**src/rtl/sram16_pkg.sv**
```systemverilog
package sram16_pkg;

  localparam int LANE_W = 8;
  localparam int LANES  = 2;
  localparam int WORD_W = LANE_W * LANES;

  typedef enum logic [1:0] {
    MODE_STANDBY = 2'd0,
    MODE_OUT_OFF = 2'd1,
    MODE_READ    = 2'd2,
    MODE_WRITE   = 2'd3
  } sram_mode_e;

  // Deselected when either select is inactive or no lane is enabled.
  function automatic logic is_deselected(input logic cs_n, input logic cs_hi,
                                         input logic [LANES-1:0] lane_n);
    return cs_n | ~cs_hi | (&lane_n);
  endfunction

  // Mode decode: write wins over output enable once selected.
  function automatic sram_mode_e decode_mode(input logic cs_n, input logic cs_hi,
                                             input logic oe_n, input logic we_n,
                                             input logic [LANES-1:0] lane_n);
    if (is_deselected(cs_n, cs_hi, lane_n)) return MODE_STANDBY;
    if (!we_n)                              return MODE_WRITE;
    if (!oe_n)                              return MODE_READ;
    return MODE_OUT_OFF;
  endfunction

  // Expand a per-lane enable vector to a bit mask over the word.
  function automatic logic [WORD_W-1:0] lane_mask(input logic [LANES-1:0] en);
    logic [WORD_W-1:0] m;
    for (int i = 0; i < LANES; i++) m[i*LANE_W +: LANE_W] = {LANE_W{en[i]}};
    return m;
  endfunction

endpackage

```
**src/rtl/sram16_ctrl_decode.sv**
```systemverilog
module sram16_ctrl_decode
  import sram16_pkg::*;
(
  input  logic             cs_n,
  input  logic             cs_hi,
  input  logic             oe_n,
  input  logic             we_n,
  input  logic [LANES-1:0] lane_n,
  output sram_mode_e       mode,
  output logic [LANES-1:0] lane_sel,
  output logic [LANES-1:0] drive_en,
  output logic             wr_cond
);

  always_comb begin
    mode     = decode_mode(cs_n, cs_hi, oe_n, we_n, lane_n);
    lane_sel = ~lane_n;
    wr_cond  = (mode == MODE_WRITE);
    drive_en = (mode == MODE_READ) ? lane_sel : '0;
  end

endmodule

```
**src/rtl/sram16_write_tracker.sv**
```systemverilog
module sram16_write_tracker
  import sram16_pkg::*;
#(
  parameter int AW = 8
) (
  input  logic              clk,
  input  logic              rst_n,
  input  logic              wr_cond,
  input  logic [AW-1:0]     addr,
  input  logic [WORD_W-1:0] wdata,
  input  logic [LANES-1:0]  lane_sel,
  output logic              commit,
  output logic [AW-1:0]     cmt_addr,
  output logic [WORD_W-1:0] cmt_data,
  output logic [LANES-1:0]  cmt_lanes
);

  logic wr_cond_q;

  always_ff @(posedge clk or negedge rst_n) begin
    if (!rst_n) begin
      wr_cond_q <= 1'b0;
      cmt_addr  <= '0;
      cmt_data  <= '0;
      cmt_lanes <= '0;
    end else begin
      wr_cond_q <= wr_cond;
      if (wr_cond) begin
        cmt_addr  <= addr;
        cmt_data  <= wdata;
        cmt_lanes <= lane_sel;
      end
    end
  end

  // End of write: condition held at the previous edge, gone now.
  assign commit = wr_cond_q & ~wr_cond;


  commit_edge_chk: assert property (@(posedge clk) disable iff (!rst_n)
    commit |-> ($past(wr_cond) && !wr_cond));


  commit_spacing_chk: assert property (@(posedge clk) disable iff (!rst_n)
    commit |=> !commit);


  commit_lane_chk: assert property (@(posedge clk) disable iff (!rst_n)
    commit |-> (cmt_lanes != '0));

endmodule

```
**src/rtl/sram16_array.sv**
```systemverilog
module sram16_array
  import sram16_pkg::*;
#(
  parameter int DEPTH = 256,
  localparam int AW   = $clog2(DEPTH)
) (
  input  logic              clk,
  input  logic              commit,
  input  logic [AW-1:0]     cmt_addr,
  input  logic [WORD_W-1:0] cmt_data,
  input  logic [LANES-1:0]  cmt_lanes,
  input  logic [AW-1:0]     rd_addr,
  output logic [WORD_W-1:0] rd_word
);

  for (genvar g = 0; g < LANES; g++) begin : g_lane
    logic [LANE_W-1:0] mem [DEPTH];

    always_ff @(posedge clk) begin
      if (commit && cmt_lanes[g]) mem[cmt_addr] <= cmt_data[g*LANE_W +: LANE_W];
    end

    assign rd_word[g*LANE_W +: LANE_W] = mem[rd_addr];
  end

endmodule

```
**src/rtl/sram16_dual_sel.sv**
```systemverilog
module sram16_dual_sel
  import sram16_pkg::*;
#(
  parameter int DEPTH = 256,
  localparam int AW   = $clog2(DEPTH)
) (
  input  logic              clk,
  input  logic              rst_n,
  input  logic              cs_n,
  input  logic              cs_hi,
  input  logic              oe_n,
  input  logic              we_n,
  input  logic              lb_n,
  input  logic              ub_n,
  input  logic [AW-1:0]     addr,
  input  logic [WORD_W-1:0] wdata,
  output logic [WORD_W-1:0] rdata,
  output logic [LANES-1:0]  rd_lane_en,
  output logic              standby,
  output logic              active
);

  sram_mode_e        mode;
  logic [LANES-1:0]  lane_sel;
  logic [LANES-1:0]  drive_en;
  logic              wr_cond;
  logic              commit;
  logic [AW-1:0]     cmt_addr;
  logic [WORD_W-1:0] cmt_data;
  logic [LANES-1:0]  cmt_lanes;
  logic [WORD_W-1:0] rd_word;

  sram16_ctrl_decode u_decode (
    .cs_n     (cs_n),
    .cs_hi    (cs_hi),
    .oe_n     (oe_n),
    .we_n     (we_n),
    .lane_n   ({ub_n, lb_n}),
    .mode     (mode),
    .lane_sel (lane_sel),
    .drive_en (drive_en),
    .wr_cond  (wr_cond)
  );

  sram16_write_tracker #(.AW(AW)) u_tracker (
    .clk       (clk),
    .rst_n     (rst_n),
    .wr_cond   (wr_cond),
    .addr      (addr),
    .wdata     (wdata),
    .lane_sel  (lane_sel),
    .commit    (commit),
    .cmt_addr  (cmt_addr),
    .cmt_data  (cmt_data),
    .cmt_lanes (cmt_lanes)
  );

  sram16_array #(.DEPTH(DEPTH)) u_array (
    .clk       (clk),
    .commit    (commit),
    .cmt_addr  (cmt_addr),
    .cmt_data  (cmt_data),
    .cmt_lanes (cmt_lanes),
    .rd_addr   (addr),
    .rd_word   (rd_word)
  );

  assign standby    = (mode == MODE_STANDBY);
  assign active     = ~standby;
  assign rd_lane_en = drive_en;
  assign rdata      = rd_word & lane_mask(drive_en);


  standby_quiet_chk: assert property (@(posedge clk) disable iff (!rst_n)
    (cs_n || !cs_hi || (lb_n && ub_n)) |-> (standby && rd_lane_en == '0 && rdata == '0));


  write_hiz_chk: assert property (@(posedge clk) disable iff (!rst_n)
    !we_n |-> (rd_lane_en == '0));


  read_lane_chk: assert property (@(posedge clk) disable iff (!rst_n)
    (!cs_n && cs_hi && !oe_n && we_n) |-> (rd_lane_en == {~ub_n, ~lb_n}));


  out_off_chk: assert property (@(posedge clk) disable iff (!rst_n)
    (!cs_n && cs_hi && oe_n && we_n && !(lb_n && ub_n)) |-> (active && rdata == '0));

endmodule

```
**config.mk**
```make
export PLATFORM = sky130hd
export DESIGN_NAME = sram16_dual_sel
export DESIGN_NICKNAME = d
export VERILOG_FILES = /design/src/rtl/sram16_pkg.sv /design/src/rtl/sram16_ctrl_decode.sv /design/src/rtl/sram16_write_tracker.sv /design/src/rtl/sram16_array.sv /design/src/rtl/sram16_dual_sel.sv
export SDC_FILE = /design/constraint.sdc
export NUM_CORES = 2
export LEC_CHECK = 0
export BUFFER_PORTS_ARGS = -buffer_cell sky130_fd_sc_hd__buf_2
export CAP_MARGIN = 0
export CORE_AREA = 5 5 505 507
export CTS_CLUSTER_DIAMETER = 150
export DETAILED_ROUTE_END_ITERATION = 10
export DIE_AREA = 0 0 510 512
export PLACE_DENSITY = 0.83
export SYNTH_ARGS = -nofsm -noshare
export SYNTH_HDL_FRONTEND = slang
export SYNTH_HIERARCHICAL = 1
export SYNTH_SLANG_ARGS = --single-unit
export TNS_END_PERCENT = 30
```
**constraint.sdc**
```tcl
create_clock -name clk -period 7.4 [get_ports clk]
set_input_delay 1.11 -clock clk [delete_from_list [all_inputs] [get_ports clk]]
set_output_delay 1.11 -clock clk [all_outputs]
set_load 0.01 [all_outputs]
```
==> impl_results.md <==
- FILL cells: 13,253
- FF/Latch Area: 124,000 sq um
- Gr ovfl total: 0
- Power Total: between 50,000 and 60,000 uW
- Multi-input logic area: ~35,000 sq um
- Violated checks: max-slew violations
- Largest area contributor in the netlist: edfxtp_1
- Static Leakage: 0.0557 uW
- Setup crit start: addr[2]
- IO buf count: between 50 and 60
- Crit path max fanout: 50
- Hold_buf cts: 0
- Top Ports: 52
- Final Hold Fails: 0
- Die footprint: about 260,000 sq um
- Cell variety after synth: 74
- Critical path class: primary input to output pin
- Vias per inst: about 7.5
- Largest net degree at the start of global routing: roughly 240
- CP startpoint kind: primary input
- Setup tns final: 0 ns
- Avg WL per Cell: about 38 um
- Final worst-path cycle share: approximately 93%
- Status: complete, but fails checks
- Cell count after synthesis: just under 8,000
- Yosys top cell area share: 76.2%
- Post-synth ARST share: less than 1%
- Post-CTS Setup Bufs: 0
- Core area: ~250,000 sq um
- Detail Route Antenna Nets: 0
- Slew headroom: -4.80%
- Nets: slightly below 8,000
- Arr. time, crit path: between 5 and 6 ns
- Layout Skew: approximately 0.063 ns
- TritonCTS clock tree: yes
- Clock slew at reported path FFs: approximately 0.06 ns
- Area grow syn2layout: 9.77%
- RSZ-0062 raised after global routing: false
- FP Rows: approximately 180
- Antenna violations before repair: 28
- Peak VDD IR: 0.000303 V
- # DRC: 0
- Final Setup Violations: 0
- PostCTS Resize Cnt: 0
- Hold WC Path Type: primary input to asynchronous set/reset pin
- Count leader, synth: edfxtp_1
- GRT Total Usage: about a third
- Clk buf depth: 4
- # Max-Cap Violations: 0
- Initial core utilization: 64.6%
- Routed vias: between 80,000 and 90,000
- CTS buffer count: approximately 400
- FF+latch count, synth: ~4,000
- DRT Pass-1 Iters: 9
- Synth warn: 6
- H-tree Lvls: 5
- Syn_area_per_cell: ~21 sq um
- Post-route minimum period: roughly 6.9 ns
- Most used DFF post-synth: edfxtp_1
- FF-to-FF setup slack: between 2 and 2.5 ns
- Mapped Nets: between 7,000 and 8,000
- Mapped cell area: around 160,000 sq um
- R2r startpoint: u_tracker/cmt_addr[4]
- Layout cell share with drive strength beyond 1: 20.5%
- Die Span X: around 500 um
- CTS sink count: approximately 4,100
- First-pass GRT wire length: about 640,000 um
- Root Buffer: clkbuf_16
- Worst Setup End Kind: output pin
- Clock latency on the worst-skew pair: about 1.0 ns
- Highest clock rate: around 0.14 GHz
- Number of global-route vias before repair: between 80,000 and 90,000
- Total Routed Length: approximately 440,000 um
- Max-slew violations: 95
- Hold slack final: about 0.23 ns
- Die Y: 512 um
- Slew @ Worst Pin: around 1.6 ns
- Pwr/cell area: around 290 nW/um^2
- DRT iter0 DRCs: approximately 16,000
- DP Wirelength: 239,000 um
- Sequential fraction of the synthesis area: about three quarters
- EDFF count, synth: a little over 4,000
- Top cells by count, synth: 4,096 x edfxtp_1, 852 x mux4_2, 575 x nor2_1
- Gpl congestion: 0.911
- Top post-synthesis cells by area: edfxtp_1 76%, mux4_2 12%, mux2i_1 3.3%
- WP data required: roughly 6.3 ns
layout by cell type (no fill, tap or decap), types with 81 or more instances in the layout:
master     count
o22ai_1      164
nor3_1       122
buf_4        124
nor2_1       572
clkbuf_16    401
o221ai_1     173
edfxtp_1    4096
mux4_2       852
clkbuf_1      81
clkinv_1      99
a21oi_1      121
nand2_1      189
mux2i_1      526
sequential cells by signal (all words and copies together), names as in the netlist:
register,cells
u_array/g_lane.mem,4096
u_tracker/cmt_data,16
u_tracker/cmt_addr,8
u_tracker/cmt_lanes,2
u_tracker/wr_cond_q,1
stage by stage:
stage	cell area (sq um)	instances	worst slack, ns	util (%)
finish	177000	11619	0.499	70.9
global placement	165000	10873	0.662	65.9
floorplan	161000	7794	3.01	-
CTS	177000	11563	0.638	70.8
global route	177000	11602	0.607	70.9
detailed placement	165000	10873	0.696	65.9
critical path, cell delays in order:
cell and delay [ns]:
clkbuf_8 0.34, nand2b_4 0.41, buf_4 0.30, buf_4 0.23, o221ai_1 0.46, nor3_1 0.14, a2111oi_1 0.66, nand3_1 0.29
nor3b_1 0.61, and4_1 0.78, and2_1 0.22, buf_2 0.13
cell families (layout without fill, tap and decap cells):
group                  Yosys count  in the layout  share of synthesized area, %
muxes                         1427           1427                          15.6
and+or+nand+nor               1074           1074                          2.88
DFF                           4123           4123                          76.6
buffers and inverters          500            921                          1.97
AOI/OAI and AO/OA              670            670                          2.91
other                            0             56                             0
area by class of cell:
cell class / instances / area share, %
Sequential cell: 4123 / 69.8
Multi-Input combinational cell: 3171 / 19.6
Clock buffer: 483 / 5.84
Tap cell: 3348 / 2.36
Timing Repair Buffer: 219 / 1.20
Clock inverter: 207 / 1.04
Antenna cell: 56 / 0.0791
Inverter: 12 / 0.0325
path summary, 6_finish.rpt:
| kind | to | cells past startpoint |
|---|---|---|
| max | rdata[11] | 12 |
| min in group clk | u_tracker/cmt_data[11] | 2 |
| max in group asynchronous | u_tracker/cmt_data[4] | 1 |
| max reg2reg | u_array/g_lane[1].mem[212][2] | 4 |
| min reg2reg | u_tracker/cmt_lanes[0] | 1 |
| min | u_tracker/cmt_addr[2] | 1 |
metal layers:
metal	share of wire [%]	up-vias	global-route usage (%)
met5	0.058	-	0
met4	8.1	30	21.1
met3	13	1960	9.33
met2	47	8287	52.6
met1	31	43784	44.0
li1	-	32656	-
report_power, final:
part / internal (uW) / switching [uW] / total, uW
clock network: 11000 / 8600 / 19600
logic: 865 / 2840 / 3700
registers: 27000 / 447 / 27500
Power figures use the tool's default switching activity.
